--- src/rtl/pwrsw_pkg.sv ---
// Package: shared constants and types for the power-switch request block.
// Assumes word-granular register offsets; bit meanings are fixed by the requester.
package pwrsw_pkg;
    localparam int NUM_REQ     = 4;
    localparam int REQ_BUS_OFF = 0;
    localparam int REQ_BUS_ON  = 1;
    localparam int REQ_IO_LOW  = 2;
    localparam int REQ_IO_HIGH = 3;

    // Word offsets, in decode order.
    localparam int OFS_STAT = 0;
    localparam int OFS_EN   = 1;
    localparam int OFS_CLR  = 2;
    localparam int OFS_CTL  = 3;

    // Success-report bit positions in the control register.
    localparam int CTL_BUS_OK = 0;
    localparam int CTL_IO_OK  = 2;

    typedef struct packed {
        logic stat;
        logic en;
        logic clr;
        logic ctl;
    } reg_hit_t;
endpackage

--- src/rtl/pwrsw_regdec.sv ---
// Module: address decoder. Turns a word offset into one-hot register hits.
// Assumes offsets come from pwrsw_pkg; undecoded offsets give no hit.
module pwrsw_regdec
    import pwrsw_pkg::*;
#(
    parameter int ADDR_W = 4
) (
    input  logic [ADDR_W-1:0] addr_i,
    output reg_hit_t          hit_o
);
    // Compare the offset against each decoded register.
    always_comb begin
        hit_o      = '0;
        hit_o.stat = (addr_i == ADDR_W'(OFS_STAT));
        hit_o.en   = (addr_i == ADDR_W'(OFS_EN));
        hit_o.clr  = (addr_i == ADDR_W'(OFS_CLR));
        hit_o.ctl  = (addr_i == ADDR_W'(OFS_CTL));
    end
endmodule

--- src/rtl/pwrsw_status.sv ---
// Module: sticky request status with write-one-to-clear.
// Assumes requests are sampled each edge; a request beats a clear of the same bit.
module pwrsw_status #(
    parameter int N = 4
) (
    input  logic         clk,
    input  logic         rst_n,
    input  logic [N-1:0] req_i,
    input  logic         clr_en_i,
    input  logic [N-1:0] clr_bits_i,
    output logic [N-1:0] status_o
);
    for (genvar b = 0; b < N; b++) begin : g_bit
        logic bit_q;
        // Hold one request bit until software clears it.
        always_ff @(posedge clk) begin
            if (!rst_n)
                bit_q <= 1'b0;
            else if (req_i[b])
                bit_q <= 1'b1;
            else if (clr_en_i && clr_bits_i[b])
                bit_q <= 1'b0;
        end
        assign status_o[b] = bit_q;
    end
endmodule

--- src/rtl/pwrsw_ack.sv ---
// Module: control register and completion pulse generator.
// Assumes one success bit covers both directions of a switch (on/off, low/high).
module pwrsw_ack
    import pwrsw_pkg::*;
#(
    parameter int DATA_W = 32
) (
    input  logic              clk,
    input  logic              rst_n,
    input  logic              wr_en_i,
    input  logic [DATA_W-1:0] wdata_i,
    output logic [DATA_W-1:0] ctl_o,
    output logic              bus_done_o,
    output logic              io_done_o
);
    logic [DATA_W-1:0] ctl_q;
    logic              bus_q;
    logic              io_q;

    // Keep the last written control word for the requester and readback.
    always_ff @(posedge clk) begin
        if (!rst_n)
            ctl_q <= '0;
        else if (wr_en_i)
            ctl_q <= wdata_i;
    end

    // Turn each set success bit into a single-cycle pulse.
    always_ff @(posedge clk) begin
        if (!rst_n) begin
            bus_q <= 1'b0;
            io_q  <= 1'b0;
        end else begin
            bus_q <= wr_en_i && wdata_i[CTL_BUS_OK];
            io_q  <= wr_en_i && wdata_i[CTL_IO_OK];
        end
    end

    assign ctl_o      = ctl_q;
    assign bus_done_o = bus_q;
    assign io_done_o  = io_q;
endmodule

--- src/rtl/pwrsw_irq_ctrl.sv ---
// Module: top of the power-switch request interrupt block.
// Latches requests, masks them into one level interrupt, and forwards
// software's success report as completion pulses. Assumes DATA_W >= 4.
module pwrsw_irq_ctrl
    import pwrsw_pkg::*;
#(
    parameter int DATA_W = 32,
    parameter int ADDR_W = 4
) (
    input  logic              clk,
    input  logic              rst_n,
    input  logic [3:0]        req_i,
    input  logic              reg_we_i,
    input  logic [ADDR_W-1:0] reg_addr_i,
    input  logic [DATA_W-1:0] reg_wdata_i,
    output logic [DATA_W-1:0] reg_rdata_o,
    output logic              irq_o,
    output logic              bus_done_o,
    output logic              io_done_o,
    output logic [DATA_W-1:0] done_data_o
);
    localparam logic [DATA_W-1:0] CTL_RD_MASK =
        (DATA_W'(1) << CTL_BUS_OK) | (DATA_W'(1) << CTL_IO_OK);

    reg_hit_t            hit;
    logic [NUM_REQ-1:0]  status_q;
    logic [NUM_REQ-1:0]  mask_q;
    logic [DATA_W-1:0]   ctl_q;

    pwrsw_regdec #(.ADDR_W(ADDR_W)) u_dec (
        .addr_i (reg_addr_i),
        .hit_o  (hit)
    );

    pwrsw_status #(.N(NUM_REQ)) u_stat (
        .clk        (clk),
        .rst_n      (rst_n),
        .req_i      (req_i),
        .clr_en_i   (reg_we_i && hit.clr),
        .clr_bits_i (reg_wdata_i[NUM_REQ-1:0]),
        .status_o   (status_q)
    );

    pwrsw_ack #(.DATA_W(DATA_W)) u_ack (
        .clk        (clk),
        .rst_n      (rst_n),
        .wr_en_i    (reg_we_i && hit.ctl),
        .wdata_i    (reg_wdata_i),
        .ctl_o      (ctl_q),
        .bus_done_o (bus_done_o),
        .io_done_o  (io_done_o)
    );

    // Interrupt enable register, low request bits only.
    always_ff @(posedge clk) begin
        if (!rst_n)
            mask_q <= '0;
        else if (reg_we_i && hit.en)
            mask_q <= reg_wdata_i[NUM_REQ-1:0];
    end

    // Read multiplexer; undecoded offsets and bits return zero.
    always_comb begin
        reg_rdata_o = '0;
        if (hit.stat)
            reg_rdata_o = DATA_W'(status_q);
        else if (hit.en)
            reg_rdata_o = DATA_W'(mask_q);
        else if (hit.ctl)
            reg_rdata_o = ctl_q & CTL_RD_MASK;
    end

    // Level interrupt from enabled pending requests.
    assign irq_o       = |(status_q & mask_q);
    assign done_data_o = ctl_q;
endmodule

--- config.mk ---
export PLATFORM = sky130hd
export DESIGN_NAME = pwrsw_irq_ctrl
export DESIGN_NICKNAME = d
export VERILOG_FILES = /design/src/rtl/pwrsw_pkg.sv /design/src/rtl/pwrsw_regdec.sv /design/src/rtl/pwrsw_status.sv /design/src/rtl/pwrsw_ack.sv /design/src/rtl/pwrsw_irq_ctrl.sv
export SDC_FILE = /design/constraint.sdc
export NUM_CORES = 1
export LEC_CHECK = 0
export ABC_AREA = 1
export BUFFER_PORTS_ARGS = -buffer_cell sky130_fd_sc_hd__buf_2
export CORE_MARGIN = 4
export CORE_UTILIZATION = 35
export CTS_BUF_LIST = sky130_fd_sc_hd__clkbuf_8
export DETAILED_ROUTE_END_ITERATION = 7
export PLACE_DENSITY = 0.68
export SYNTH_ARGS = -nofsm -noshare
export SYNTH_HDL_FRONTEND = slang
export SYNTH_HIERARCHICAL = 1
export SYNTH_SLANG_ARGS = --single-unit
--- constraint.sdc ---
create_clock -name clk -period 2.95 [get_ports clk]
set_clock_uncertainty 0.05 [all_clocks]
set_input_delay 0.295 -clock clk [delete_from_list [all_inputs] [get_ports clk]]
set_output_delay 0.295 -clock clk [all_outputs]
set_load 0.01 [all_outputs]
==> Yosys cells after proc, flatten, opt, wreduce, memory -nomap -nowiden <==
Cells that the tools add are included.
Widths: inputs -> output; s select.
{ "totals": {"reg_bits": 42, "latch_bits": 0, "mem_bits_rw": 0, "rom_bits": 0, "out_inout_bits": 67, "word_cells": 38, "mem_count": 0} }
{ "classes": {"addsub": 0, "multipliers": 0, "div": 0, "magnitude_cmp": 0, "eq_ne": 3, "shifts": 0, "n_mux": 11, "n_bitwise": 1, "n_reduce_logical": 15} }
{ "op_table": {"columns": ["operator", "count"], "rows": [
  ["$logic_and 1x1->1", 9],
  ["$eq 4x2->1 const B", 2],
  ["$mux 1", 8],
  ["$mux 4", 2],
  ["$reduce_bool 2->1", 4],
  ["$and 4x4->4", 1],
  ["$eq 4x1->1 const B", 1],
  ["$logic_not 4->1", 1],
  ["$reduce_or 4->1", 1],
  ["$mux 3", 1]
]} }

==> Logic depth before layout (Yosys ltp) <==
{ "depth": {"depth_word": 5, "ltp_mapped": 10, "depth_no_buf": 8} }

==> By module <==
Netlist, hierarchy kept.
{ "by_module_without_submodules": {"columns": ["module", "instances", "cells_each", "area_each_um2", "seq_area_each_um2"], "rows": [
  ["pwrsw_ack", 1, 147, 1341.3, 680.7],
  ["pwrsw_irq_ctrl", 1, 77, 484.2, 80.1],
  ["pwrsw_status", 1, 25, 182.7, 80.1],
  ["pwrsw_regdec", 1, 13, 51.3, 0.0]
]} }

==> Worst setup path after synthesis <==
OpenSTA, ideal clock, no wires.
{ "synth_path": {"path_type": "input-to-output", "start": "input reg_addr_i[2]", "end": "output reg_rdata_o[0]", "arrival_ns": 1.012, "t_required_ns": 2.605, "slack_ns": 1.593, "stages": 8, "path_buffers": 1, "cell_sequence": "inv_1 > nand2_2 > nor2_1 > buf_6 > nand2_1 > nand2_1 > nor2_1 > nor2_1"} }
{ "synth_lines": {"columns": ["element", "line", "rtl"], "rows": [
  ["start: declaration", "pwrsw_irq_ctrl.sv:14", "input logic [ADDR_W-1:0] reg_addr_i,"],
  ["end: declaration", "pwrsw_irq_ctrl.sv:16", "output logic [DATA_W-1:0] reg_rdata_o,"]
]} }

==> flow_metrics.py <==
metrics = {
    "sta": {
        "finalSetupViolCount": 0,
        "period_share": 0.625,
        "finalMaxSlewViolations": 0,
        "tightest_slew_ps": 737,
        "setup-tns-final_ps": 0,
        "rsz0062_at_grt": "no",
        "fmax_mhz": 543,
        "fin_crit_ps": 1840,
        "relSlewSlack": 0.508,
        "final_hold_viol_count": 0,
    },
    "worst_setup_path": {
        "r2r_start": "u_stat/g_bit[0].bit_q$_SDFFE_PN0P_",
        "path_max_fanout": 11,
        "start_kind": "input pin",
        "r2r_cells": 2,
        "r2r_slack_ps": 2260,
        "cp.required_ps": 2610,
        "r2r_end": "u_stat/g_bit[0].bit_q$_SDFFE_PN0P_",
        "cp.arrival_ps": 1500,
        "worst_setup_path_end_kind": "primary output",
        "crit_type": "in2out",
    },
    "hold_path": {
        "hp-start": "reg_wdata_i[24]",
        "min_to": "u_ack/ctl_o[24]$_SDFFE_PN0P_",
        "worstHoldPathCells": 3,
        "hold_class": "in2reg",
    },
    "floorplan": {
        "fp.dieW_um": 84.7,
        "dieArea_sq_mm": 0.00718,
        "initial_core_util": 0.367,
        "rows": 27,
        "fp.coreArea_sq_mm": 0.00561,
        "pin_count": 110,
        "fp.dieH_um": 84.7,
    },
    "synthesis": {
        "synth.cell_area_sq_mm": 0.00206,
        "synthTopCellsByArea": "dfxtp_1, nand3_1, buf_4, nand2_1, buf_6",
        "synth_adder_area_share": 0,
        "synth.avg_cell_area_sq_um": 7.86,
        "synth-seq-cells": 42,
        "synth.top_cell.area_share": 0.408,
        "yosysTopAreaCell": "dfxtp_1",
        "synthMuxAreaShare": 0,
        "netlist_instances": 262,
        "ys_seq_area_frac": 0.408,
        "synth_xor_area_frac": 0,
        "netlist-cell-type-count": 16,
        "synth_top_family_by_area": "simple AND/OR/NAND/NOR gates",
        "synthSimpleGateAreaFrac": 0.332,
        "synth_compound_area_frac": 0.0310,
        "synth_warnings": 6,
    },
    "power": {
        "p_leak_nw": 1.35,
        "power_mw": 1.15,
        "vdd_ir_drop_max_mv": 0.196,
        "cellPowerDensity_mw_per_mm2": 482,
    },
    "detailed_routing": {
        "avgRoutedWirePerCell_um": 11.3,
        "wirelength_mm": 4.57,
        "dr.pass1.iters": 4,
        "drc_errors": 0,
        "via_count": 1796,
        "first_iter_violations": 76,
        "drt-vias-per-instance": 4.45,
        "ant_nets": 0,
    },
    "clock_network": {
        "clk_pin_slew_worst_paths_ps": 80,
        "cts_sinks": 42,
        "clock_latency_ps": 280,
        "cts_tree": "built",
        "cts_buffers": 5,
        "cts_setup_buffers": 0,
        "cts_hold_buf": 0,
        "cts_max_path_buffers": 2,
        "root_buffer": "clkbuf_8",
        "cts-resized-gates": 0,
        "h-tree-depth": 2,
    },
    "grt": {
        "track_usage": 0.128,
        "grt_max_degree": 36,
        "grt_pass1_vias": 1684,
        "grt_first_pass_wirelength_mm": 7.57,
        "grt_overflow_total": 0,
        "antenna_found_initial": 0,
    },
    "final_layout": {
        "fin_util": 0.424,
        "diodes": 0,
        "final_cell_count_no_fill": 404,
        "final_nets": 375,
        "synthToLayoutAreaGrowth_pct": 15.5,
        "drive_gt1_frac": 0.313,
    },
    "placement": {
        "dp_hpwl_mm": 3.37,
        "placed_cells": 397,
        "gp_congestion": 0.789,
        "port_buffers": 81,
    },
    "flow_run": {
        "drv_cap": 0,
    },
    "outcome": {
        "status": "completed",
    },
}
-- synthesized netlist by cell type --
cell type,instances
a21oi_1,7
a21oi_2,1
buf_4,35
buf_6,10
buf_8,2
conb_1,1
dfxtp_1,42
inv_1,14
inv_6,1
nand2_1,60
nand2_2,2
nand3_1,56
nand3_2,10
nand4_1,1
nor2_1,16
o21ai_1,4
-- where the power goes --
| part | internal, mW | switching (mW) | total, mW |
|---|---|---|---|
| sequential | 0.577 | 0.00766 | 0.585 |
| combinational | 0.0360 | 0.0677 | 0.104 |
| clock | 0.271 | 0.187 | 0.458 |
| total | 0.884 | 0.263 | 1.15 |
-- worst max-delay path, stage by stage --
cell     delay, ps
buf_2          110
inv_1           60
nand2_1         50
nor2_1         540
nand2_1        120
nand2_1         80
nor2_1          40
nor2_1          70
buf_2          130
-- worst max-delay path by stage --
stage / from / endpoint / slack (ps) / depth (start not counted)
global route: reg_addr_i[2] / reg_rdata_o[0] / 960 / 9
CTS: reg_addr_i[2] / reg_rdata_o[0] / 1110 / 9
detailed placement: reg_addr_i[2] / u_ack/ctl_o[23]$_SDFFE_PN0P_ / 1000 / 9
finish: reg_addr_i[1] / reg_rdata_o[0] / 1110 / 9
floorplan: reg_addr_i[2] / reg_rdata_o[0] / 1590 / 8
global placement: reg_addr_i[2] / u_ack/ctl_o[20]$_SDFFE_PN0P_ / 1070 / 9
-- placed cells by master (no fill, tap or decap), drive strengths merged --
cell,n
nand3,66
nand2,62
inv,15
buf,83
nor2,16
conb,28
a21oi,8
bufinv,1
clkbuf,6
nand4,1
dfxtp,42
o21ai,4
-- cell type report --
cell class	instances	area [sq um]
fill	587	3230
multi-input combinational	185	853
sequential	42	841
timing repair buffer	83	420
tap	72	90.1
clock buffer	6	82.6
inverter	15	61.3
clock inverter	1	30.0
-- sequential cells by signal (all words and copies together) (netlist names) --
register            cells
u_ack/io_done_o         1
u_stat/g_bit.bit_q      4
mask_q                  4
u_ack/bus_done_o        1
u_ack/ctl_o            32
-- stage by stage --
| stage | hold slack, ps | setup WS, ps | cell area, sq um |
|---|---|---|---|
| detailed placement | 405 | 997 | 2270 |
| finish | 175 | 1110 | 2380 |
| global route | 167 | 963 | 2380 |
| floorplan | 375 | 1590 | 2160 |
| CTS | 161 | 1110 | 2380 |
| global placement | 396 | 1070 | 2270 |
-- metal layers --
layer  up-vias  global-route usage  routed length [um]
li1        919                   -                   -
met3         5              0.0363                 387
met2        69               0.223                2140
met4         0              0.0489                  57
met1       803               0.148                1980
met5         -                   0                   0
-- cell families (layout without fill, tap and decap cells) --
family | after synthesis | after routing
compound gates | 12 | 12
other cells | 1 | 28
flops | 42 | 42
simple gates | 145 | 145
buf+inv | 62 | 105
Power figures use the tool's default switching activity.
